--- src/rtl/sdm2_stereo.sv ---
module sdm2_stereo #(
  parameter int IN_W  = 16,
  parameter int GUARD = 4
) (
  input  logic            clk,
  input  logic            rst,
  input  logic            tick,
  input  logic [IN_W-1:0] l_in,
  input  logic            l_vld,
  input  logic [IN_W-1:0] r_in,
  input  logic            r_vld,
  output logic            l_bit,
  output logic            r_bit
);
  localparam int ACC_W = IN_W + GUARD;
  localparam int SUM_W = ACC_W + 2;
  localparam logic signed [SUM_W-1:0] FS   = SUM_W'(2 ** (IN_W - 1));
  localparam logic signed [SUM_W-1:0] LIM  = SUM_W'(2 ** (ACC_W - 1) - 1);
  localparam logic signed [SUM_W-1:0] NLIM = -LIM;

  function automatic logic signed [SUM_W-1:0] ext_in(input logic [IN_W-1:0] v);
    return $signed({{(SUM_W-IN_W){v[IN_W-1]}}, v});
  endfunction

  function automatic logic signed [SUM_W-1:0] ext_acc(input logic [ACC_W-1:0] v);
    return $signed({{(SUM_W-ACC_W){v[ACC_W-1]}}, v});
  endfunction

  function automatic logic [ACC_W-1:0] clamp(input logic signed [SUM_W-1:0] v);
    if (v > LIM)       return LIM[ACC_W-1:0];
    else if (v < NLIM) return NLIM[ACC_W-1:0];
    else               return v[ACC_W-1:0];
  endfunction

  logic [1:0][IN_W-1:0]  din;
  logic [1:0]            dvld;
  logic [1:0][IN_W-1:0]  hold_all;
  logic [1:0][ACC_W-1:0] i1_all;
  logic [1:0][ACC_W-1:0] i2_all;
  logic [1:0]            q_all;

  assign din  = {r_in, l_in};
  assign dvld = {r_vld, l_vld};

  for (genvar ch = 0; ch < 2; ch++) begin : g_ch
    logic [IN_W-1:0]         hold;
    logic [ACC_W-1:0]        i1, i2;
    logic                    q;
    logic                    dec;
    logic signed [SUM_W-1:0] fb, s1, s2;

    assign dec = ~i2[ACC_W-1];
    assign fb  = dec ? FS : -FS;
    assign s1  = ext_acc(i1) + ext_in(hold) - fb;
    assign s2  = ext_acc(i2) + ext_acc(i1) - fb - fb;

    always_ff @(posedge clk) begin
      if (rst) begin
        hold <= '0;
        i1   <= '0;
        i2   <= '0;
        q    <= 1'b0;
      end else begin
        if (dvld[ch]) hold <= din[ch];
        if (tick) begin
          i1 <= clamp(s1);
          i2 <= clamp(s2);
          q  <= dec;
        end
      end
    end

    assign hold_all[ch] = hold;
    assign i1_all[ch]   = i1;
    assign i2_all[ch]   = i2;
    assign q_all[ch]    = q;
  end

  assign l_bit = q_all[0];
  assign r_bit = q_all[1];
endmodule

--- config.mk ---
export PLATFORM = sky130hd
export DESIGN_NAME = sdm2_stereo
export DESIGN_NICKNAME = d
export VERILOG_FILES = /design/src/rtl/sdm2_stereo.sv
export SDC_FILE = /design/constraint.sdc
export NUM_CORES = 1
export LEC_CHECK = 0
export ABC_CLOCK_PERIOD_IN_PS = 3950
export BUFFER_PORTS_ARGS = -buffer_cell sky130_fd_sc_hd__buf_2
export CAP_MARGIN = 25
export CORE_ASPECT_RATIO = 0.5
export CORE_MARGIN = 4
export CORE_UTILIZATION = 42
export CTS_CLUSTER_SIZE = 16
export DETAILED_ROUTE_END_ITERATION = 6
export PLACE_DENSITY = 0.58
export SYNTH_ARGS = -nofsm -noshare
export SYNTH_HDL_FRONTEND = slang
export SYNTH_SLANG_ARGS = --single-unit
--- constraint.sdc ---
create_clock -name clk -period 3.95 [get_ports clk]
set_clock_uncertainty 0.1 [all_clocks]
set_input_delay 0.5925 -clock clk [delete_from_list [all_inputs] [get_ports clk]]
set_output_delay 0.5925 -clock clk [all_outputs]
set_load 0.03 [all_outputs]
==> results.md, run 1 <==
- Initial Utilization: 43.69%
- Req. time, crit path: 4.17 ns
- Most frequent CP cell: inv_2
- Ant. Diodes: 0
- Crit path capture type: register
- Netlist cell types: 80
- Status: finished, final reports clean
- Fillers: 2371
- RSZ-0062 raised after global routing: yes
- Post-DP HPWL: around 21000 um
- Synthesized area: 10720 um^2
- Largest net degree at the start of global routing: 62
- Worst hold path type: in -> reg
- Final hold violations: 0
- Asr flop ratio synth: 0%
- CP max-delay cell: or4_4
- Peak Freq: 259.3 MHz
- Routed Antenna Nets: 0
- Drt first pass iters: 5
- Worst-path cell chain: inv_2, ha_1, inv_2, ha_4, a21o_1, a31o_4, a221o_1, a31oi_4, xnor2_2, or3_4, or4_4, nor3_4, o31ai_4, clkbuf_16, o221a_2
- Syn Inst Count: 1384
- # setup viols final: 0
- Multi-input logic area: 7664 um^2
- Antenna violations before repair: 0
- Ys Warns: 0
- Die ar.: 28290 um^2
- Vias post-DR: 9871
- Overflow after GRT: 0
- Drc violations: 0
- Synth area leader: dfxtp_1
- Floorplan row count: 40
- Setup CP Type: reg -> reg
- Area occupied by registers: 2298 um^2
- H-tree Lvls: 4
- Worst slew pin tran: ~0.88 ns
- DRT iter0 DRCs: 760
- Worst slew margin: 41.35%
- Sequential area share after synthesis: 21.30%
- CTS tree: yes
- Vias per cell: 5.412
- Wirelength per Cell: between 15 and 20 um
- Max incr delay on CP: between 0.5 and 0.6 ns
- Ratio of cells with drive above 1 in the final layout: 17.14%
- Final non-filler cell total: 1824
- GR Util All Layers: 19.70%
- Area grow syn2layout: 19.86%
- CTS buffer count: 17
- Tmin final: 3.856 ns
- Core ar.: roughly 25000 um^2
- Die Wd: 233.9 um
- NumNets Final: 1673
- Critical Path AT: roughly 4.1 ns
- Max Cap Viol: 0
- Total routed wirelength: 28160 um
- PortBufs: 38
- Hold_buf cts: 0
- Root buffer cell: clkbuf_16
- Area contributors post-synth: dfxtp_1 21%, ha_1 17%, inv_1 8.7%
- Top-count cell post-synth: inv_1
- Die Y: roughly 120 um
- Period utilization: 97.62%
- Ports: 39
- Slew Limit Fails: 0
- First-pass GRT wire length: between 40000 and 50000 um
- Placed Cells incl. Taps: 1771
- Top-area cell type share of the netlist area: 21.30%
- Synthesized Nets: 1582
- Clock Path Buffers: 2
- Synth Area per Inst: about 7.7 um^2
- Post-synth top flop: dfxtp_1
- Routability Congestion: 0.9279
- Most common library cells after synthesis: 247 x inv_1, 146 x nor2_1, 145 x ha_1
- Worst Setup Start Kind: register
- Clock Latency Late Sink: 0.44 ns
- Vias in the first global route: 9236
- Yosys reg bits: 114
- Clock-pin slew on the worst setup and hold paths: about 0.060 ns
- Post-synth EDFFs: 0
- CP Max Fanout: 8
- Clk sinks: 114
worst max-delay path, delay by kind of cell (launching register included):
kind                       cells  cell delay, ns
buffers and inverters          3            0.33
DFF                            1            0.33
adders and majority gates      2            0.48
and+or+nand+nor                3            1.12
xor gates and xnor gates       1            0.10
AOI/OAI and AO/OA              6            1.29
cell usage in the layout, fill, tap and decap left out, types with 19 or more instances in the layout:
cell type,n
a211oi_1,28
a21o_1,27
a21oi_1,69
buf_2,37
buf_4,75
clkbuf_16,19
dfxtp_1,103
ha_1,141
inv_1,241
mux2i_1,38
nand2_1,65
nand2b_1,20
nor2_1,146
nor3_1,24
o21ai_0,43
xnor2_1,23
xor2_1,27
registers in the layout, summed over array words and instances, names as in the netlist:
signal / flops
g_ch.hold: 32
l_bit: 1
g_ch.i2: 40
g_ch.i1: 40
r_bit: 1
cell families (layout without fill, tap and decap cells):
logic type	after synthesis	in the layout	share of synthesized area [%]
adder cells (fa/ha/maj)	161	161	19.92
AND/OR/NAND/NOR	374	374	17.01
buffers and inverters	297	401	10.68
flip-flops	114	114	21.30
XOR/XNOR	53	53	4.332
multiplexers	39	39	3.655
AO/OA/AOI/OAI	346	346	23.10
final timing paths:
kind | startpoint | slack [ns] | cells past startpoint | end
worst max-delay path | g_ch[0].i1[3] | 0.09 | 15 | g_ch[0].i1[4]
worst min-delay path | r_in[5] | 0.29 | 3 | g_ch[1].hold[5]
worst max register to register | g_ch[0].i1[3] | 0.09 | 15 | g_ch[0].i1[4]
worst min register to register | g_ch[1].i2[11] | 0.37 | 2 | g_ch[1].i2[11]
stage by stage:
stage                     cell area (um^2)  util (%)  setup slack (ns)  TNS, ns  hold WS (ns)
final                                12840     52.37           0.09385        0        0.2900
after global routing                 12840     52.37          -0.07099  -0.2560        0.2964
after CTS                            12390     50.53          0.008111        0        0.2691
after detailed placement             11650     47.49           -0.1706   -3.137        0.3549
after global placement               11650     47.49          -0.03698  -0.3577        0.3534
after floorplan                      10720         -           0.06495        0        0.3402
metal layers:
metal  routed length, um  vias to the layer above  track usage (%)
met1               13880                     4561            27.22
met4                 427                        0            5.263
met3                1242                       36            3.447
met5                   0                        -                0
li1                    -                     5039                -
met2               12610                      235            31.75
cell type report:
class	count	area share, %
Clock buffer	28	3.945
Clock inverter	4	0.7404
Inverter	247	7.219
Multi-Input combinational cell	973	59.67
Sequential cell	114	17.90
Tap cell	336	3.273
Timing Repair Buffer	122	7.258
what timing repair did:
| item | CTS | global route |
|---|---|---|
| resized for setup | 16 | 83 |
| buffers inserted | 7 | 13 |
| pin swaps | 6 | 38 |
| gates cloned | 1 | 2 |
| endpoints found under the setup margin | 31 | 75 |
| hold endpoints to repair | 0 | 0 |
Power of run 1 is left out: the tool's default activity adds up to more than one toggle a clock period on the data nets, which glitch-free logic cannot reach.
==> run 2: changes to the inputs <==
--- a/config.mk
+++ b/config.mk
@@ -8,7 +8,7 @@
 export ABC_CLOCK_PERIOD_IN_PS = 3950
 export BUFFER_PORTS_ARGS = -buffer_cell sky130_fd_sc_hd__buf_2
 export CAP_MARGIN = 25
-export CORE_ASPECT_RATIO = 0.5
+export CORE_ASPECT_RATIO = 0.7
 export CORE_MARGIN = 4
 export CORE_UTILIZATION = 42
 export CTS_CLUSTER_SIZE = 16
==> run 2 against run 1 <==
  * Die area shrank 0.41%
  * Non-clock buffer count grew 6
  * Cell count shrank 0.33%
  * First-iteration DRC count shrank 6.8%
  * Worst hold slack gained 0.015 ns
  * Global-route usage grew 1.6 points
  * Fmax shrank 0.48%
  * Register-to-register slack lost 0.02 ns
  * Utilization shrank 0.40 points
  * Clock-buffer cell count shrank 6
  * Sequential share of layout area shrank 0.15 points
  * Flip-flop and latch count is the same
  * Critical endpoint is now g_ch[0].i1[14]
==> results.md, run 2 (synthesized netlist as in run 1, its figures left out) <==
- Worst slew pin tran: 0.9423 ns (+0.06246 ns)
- Max Cap Viol: 0 (unchanged)
- Worst slew margin: 37.18% (-4.2 points)
- Pre-CTS setup slack: -0.06655 ns (+0.1041 ns)
- Root buffer cell: clkbuf_16
- Critical Path AT: 4.09 ns (about the same)
- Placed Area: 11760 um^2 (+0.98%)
- Final hold violations: 0 (unchanged)
- Ratio of cells with drive above 1 in the final layout: 17.88% (+0.75 points)
- Clock Path Buffers: 2 (unchanged)
- Drt first pass iters: 5 (unchanged)
- Most common cell after layout, fill and taps aside: inv_1
- Most frequent cells in the layout: 243 x inv_1, 144 x nor2_1, 135 x ha_1, 107 x dfxtp_1, 83 x buf_4
- Multi-input logic area: 7695 um^2 (+0.41%)
- CP max-delay cell: or4_1
- Peak Freq: 258.1 MHz (-0.48%)
- Period utilization: 98.10% (+0.47 points)
- Total routed wirelength: 30810 um (+9.4%)
- Fillers: 2356 (-0.63%)
- Clock-pin slew on the worst setup and hold paths: 0.06 ns (about the same)
- Crit path capture type: register
- Worst Setup Start Kind: register
- GR Util All Layers: 21.29% (+1.6 points)
- H-tree Lvls: 4 (unchanged)
- Max incr delay on CP: 0.52 ns (about the same)
- Clock Latency Late Sink: 0.43 ns (about the same)
- DRT iter0 DRCs: 708 (-6.8%)
- Routed Antenna Nets: 0 (unchanged)
- Die ar.: 28170 um^2 (-0.41%)
- CP Max Fanout: 8 (unchanged)
- Fin worst setup slack: 0.07513 ns (-0.01872 ns)
- # setup viols final: 0 (unchanged)
- Vias in the first global route: 9041 (-2.1%)
- Final design instance area without fill: 12920 um^2 (+0.60%)
- Vias per cell: 5.477 (+1.2%)
- Drc violations: 0 (unchanged)
- Slew Limit Fails: 0 (unchanged)
- Setup CP Type: reg -> reg
- Worst path bufs/invs: 3 (unchanged)
- Worst path depth: 15 (unchanged)
- Area grow syn2layout: 20.59%
- NumNets Final: 1679 (+0.36%)
- Largest net degree at the start of global routing: 76 (+23%)
- Largest registers: g_ch.i1 x40, g_ch.i2 x40, g_ch.hold x32
- Die Wd: 198.9 um (-15%)
- Req. time, crit path: 4.17 ns (about the same)
- Ports: 39 (unchanged)
- PortBufs: 38 (unchanged)
- Final Core Density: 51.97% (-0.40 points)
- Die Y: 141.6 um (+17%)
- Core ar.: 24860 um^2 (+1.4%)
- Hold depth: 3 (unchanged)
- CTS tree: yes
- Worst-path cell chain: inv_1, ha_1, inv_1, ha_1, and3_4, nand2_1, or3_1, o21a_2, xnor2_1, or4_1, or4_4, nor3_4, o31ai_4, clkbuf_16, o221a_2
- CTS buffer count: 17 (unchanged)
- Worst reg-to-reg path cell count: 15 (unchanged)
- Fin Setup TNS: 0 ns (unchanged)
- Overflow after GRT: 0 (unchanged)
- Ant. Diodes: 0 (unchanged)
- Wirelength per Cell: 16.95 um (+9.8%)
- Antenna violations before repair: 0 (unchanged)
- Worst hold path type: in -> reg
- Largest delay contributor family on the critical path: simple AND/OR/NAND/NOR gates
- Post-DP HPWL: 23260 um (+9.6%)
- Clk sinks: 114 (unchanged)
- Tmin final: 3.875 ns (+0.01872 ns)
- Initial Utilization: 43.10% (-0.60 points)
- Floorplan row count: 48 (+20%)
- Status: finished, final reports clean
- Area occupied by registers: 2293 um^2 (-0.22%)
- Vias post-DR: 9957 (+0.87%)
- First-pass GRT wire length: 48190 um (+6.0%)
- Routability Congestion: 0.8881 (-4.3%)
-- run 2: path summary, 6_finish.rpt --
kind,from,to,slack [ns]
setup / recovery,g_ch[0].i1[8],g_ch[0].i1[14],0.08
hold / removal,l_in[8],g_ch[0].hold[8],0.31
setup reg to reg,g_ch[0].i1[8],g_ch[0].i1[14],0.08
hold reg to reg,g_ch[0].i2[14],g_ch[0].i2[14],0.37
-- run 2: area by class of cell --
class                           count  area share [%]
Multi-Input combinational cell    973           59.55
Sequential cell                   114           17.75
Timing Repair Buffer              128           7.263
Inverter                          247           7.175
Clock buffer                       22           3.747
Tap cell                          325           3.147
Clock inverter                      9           1.365
-- run 2: repair_timing --
| item | CTS | global route |
|---|---|---|
| pin swaps | 1 | 26 |
| setup endpoints to repair | 22 | 76 |
| gates cloned | 0 | 2 |
| setup buffers | 0 | 4 |
| gates resized for setup | 5 | 96 |
| hold buffers | 0 | 0 |
-- run 2: worst reg2reg max path, delay by kind of cell, from the launching register on --
kind            cells  cell delay, ns
fa+ha+maj           2            0.57
compound gates      3            0.48
flops               1            0.34
xor+xnor            1            0.15
buf+inv             3            0.34
simple gates        6            1.80
-- run 2: per-layer routing --
layer / track usage [%] / share of wire [%] / vias up
met5: 0 / 0 / -
met4: 3.777 / 0.79 / 0
met3: 3.513 / 4.9 / 17
met2: 28.19 / 39 / 213
met1: 35.47 / 55 / 4679
li1: - / - / 5048
-- run 2: through the flow --
step	hold slack, ns	instances
after detailed placement	0.3594	1782
final	0.3051	1818
after floorplan	0.3402	1384
after global placement	0.3599	1782
after global routing	0.3046	1818
after CTS	0.2942	1813
Power of run 2 is left out for the same reason.
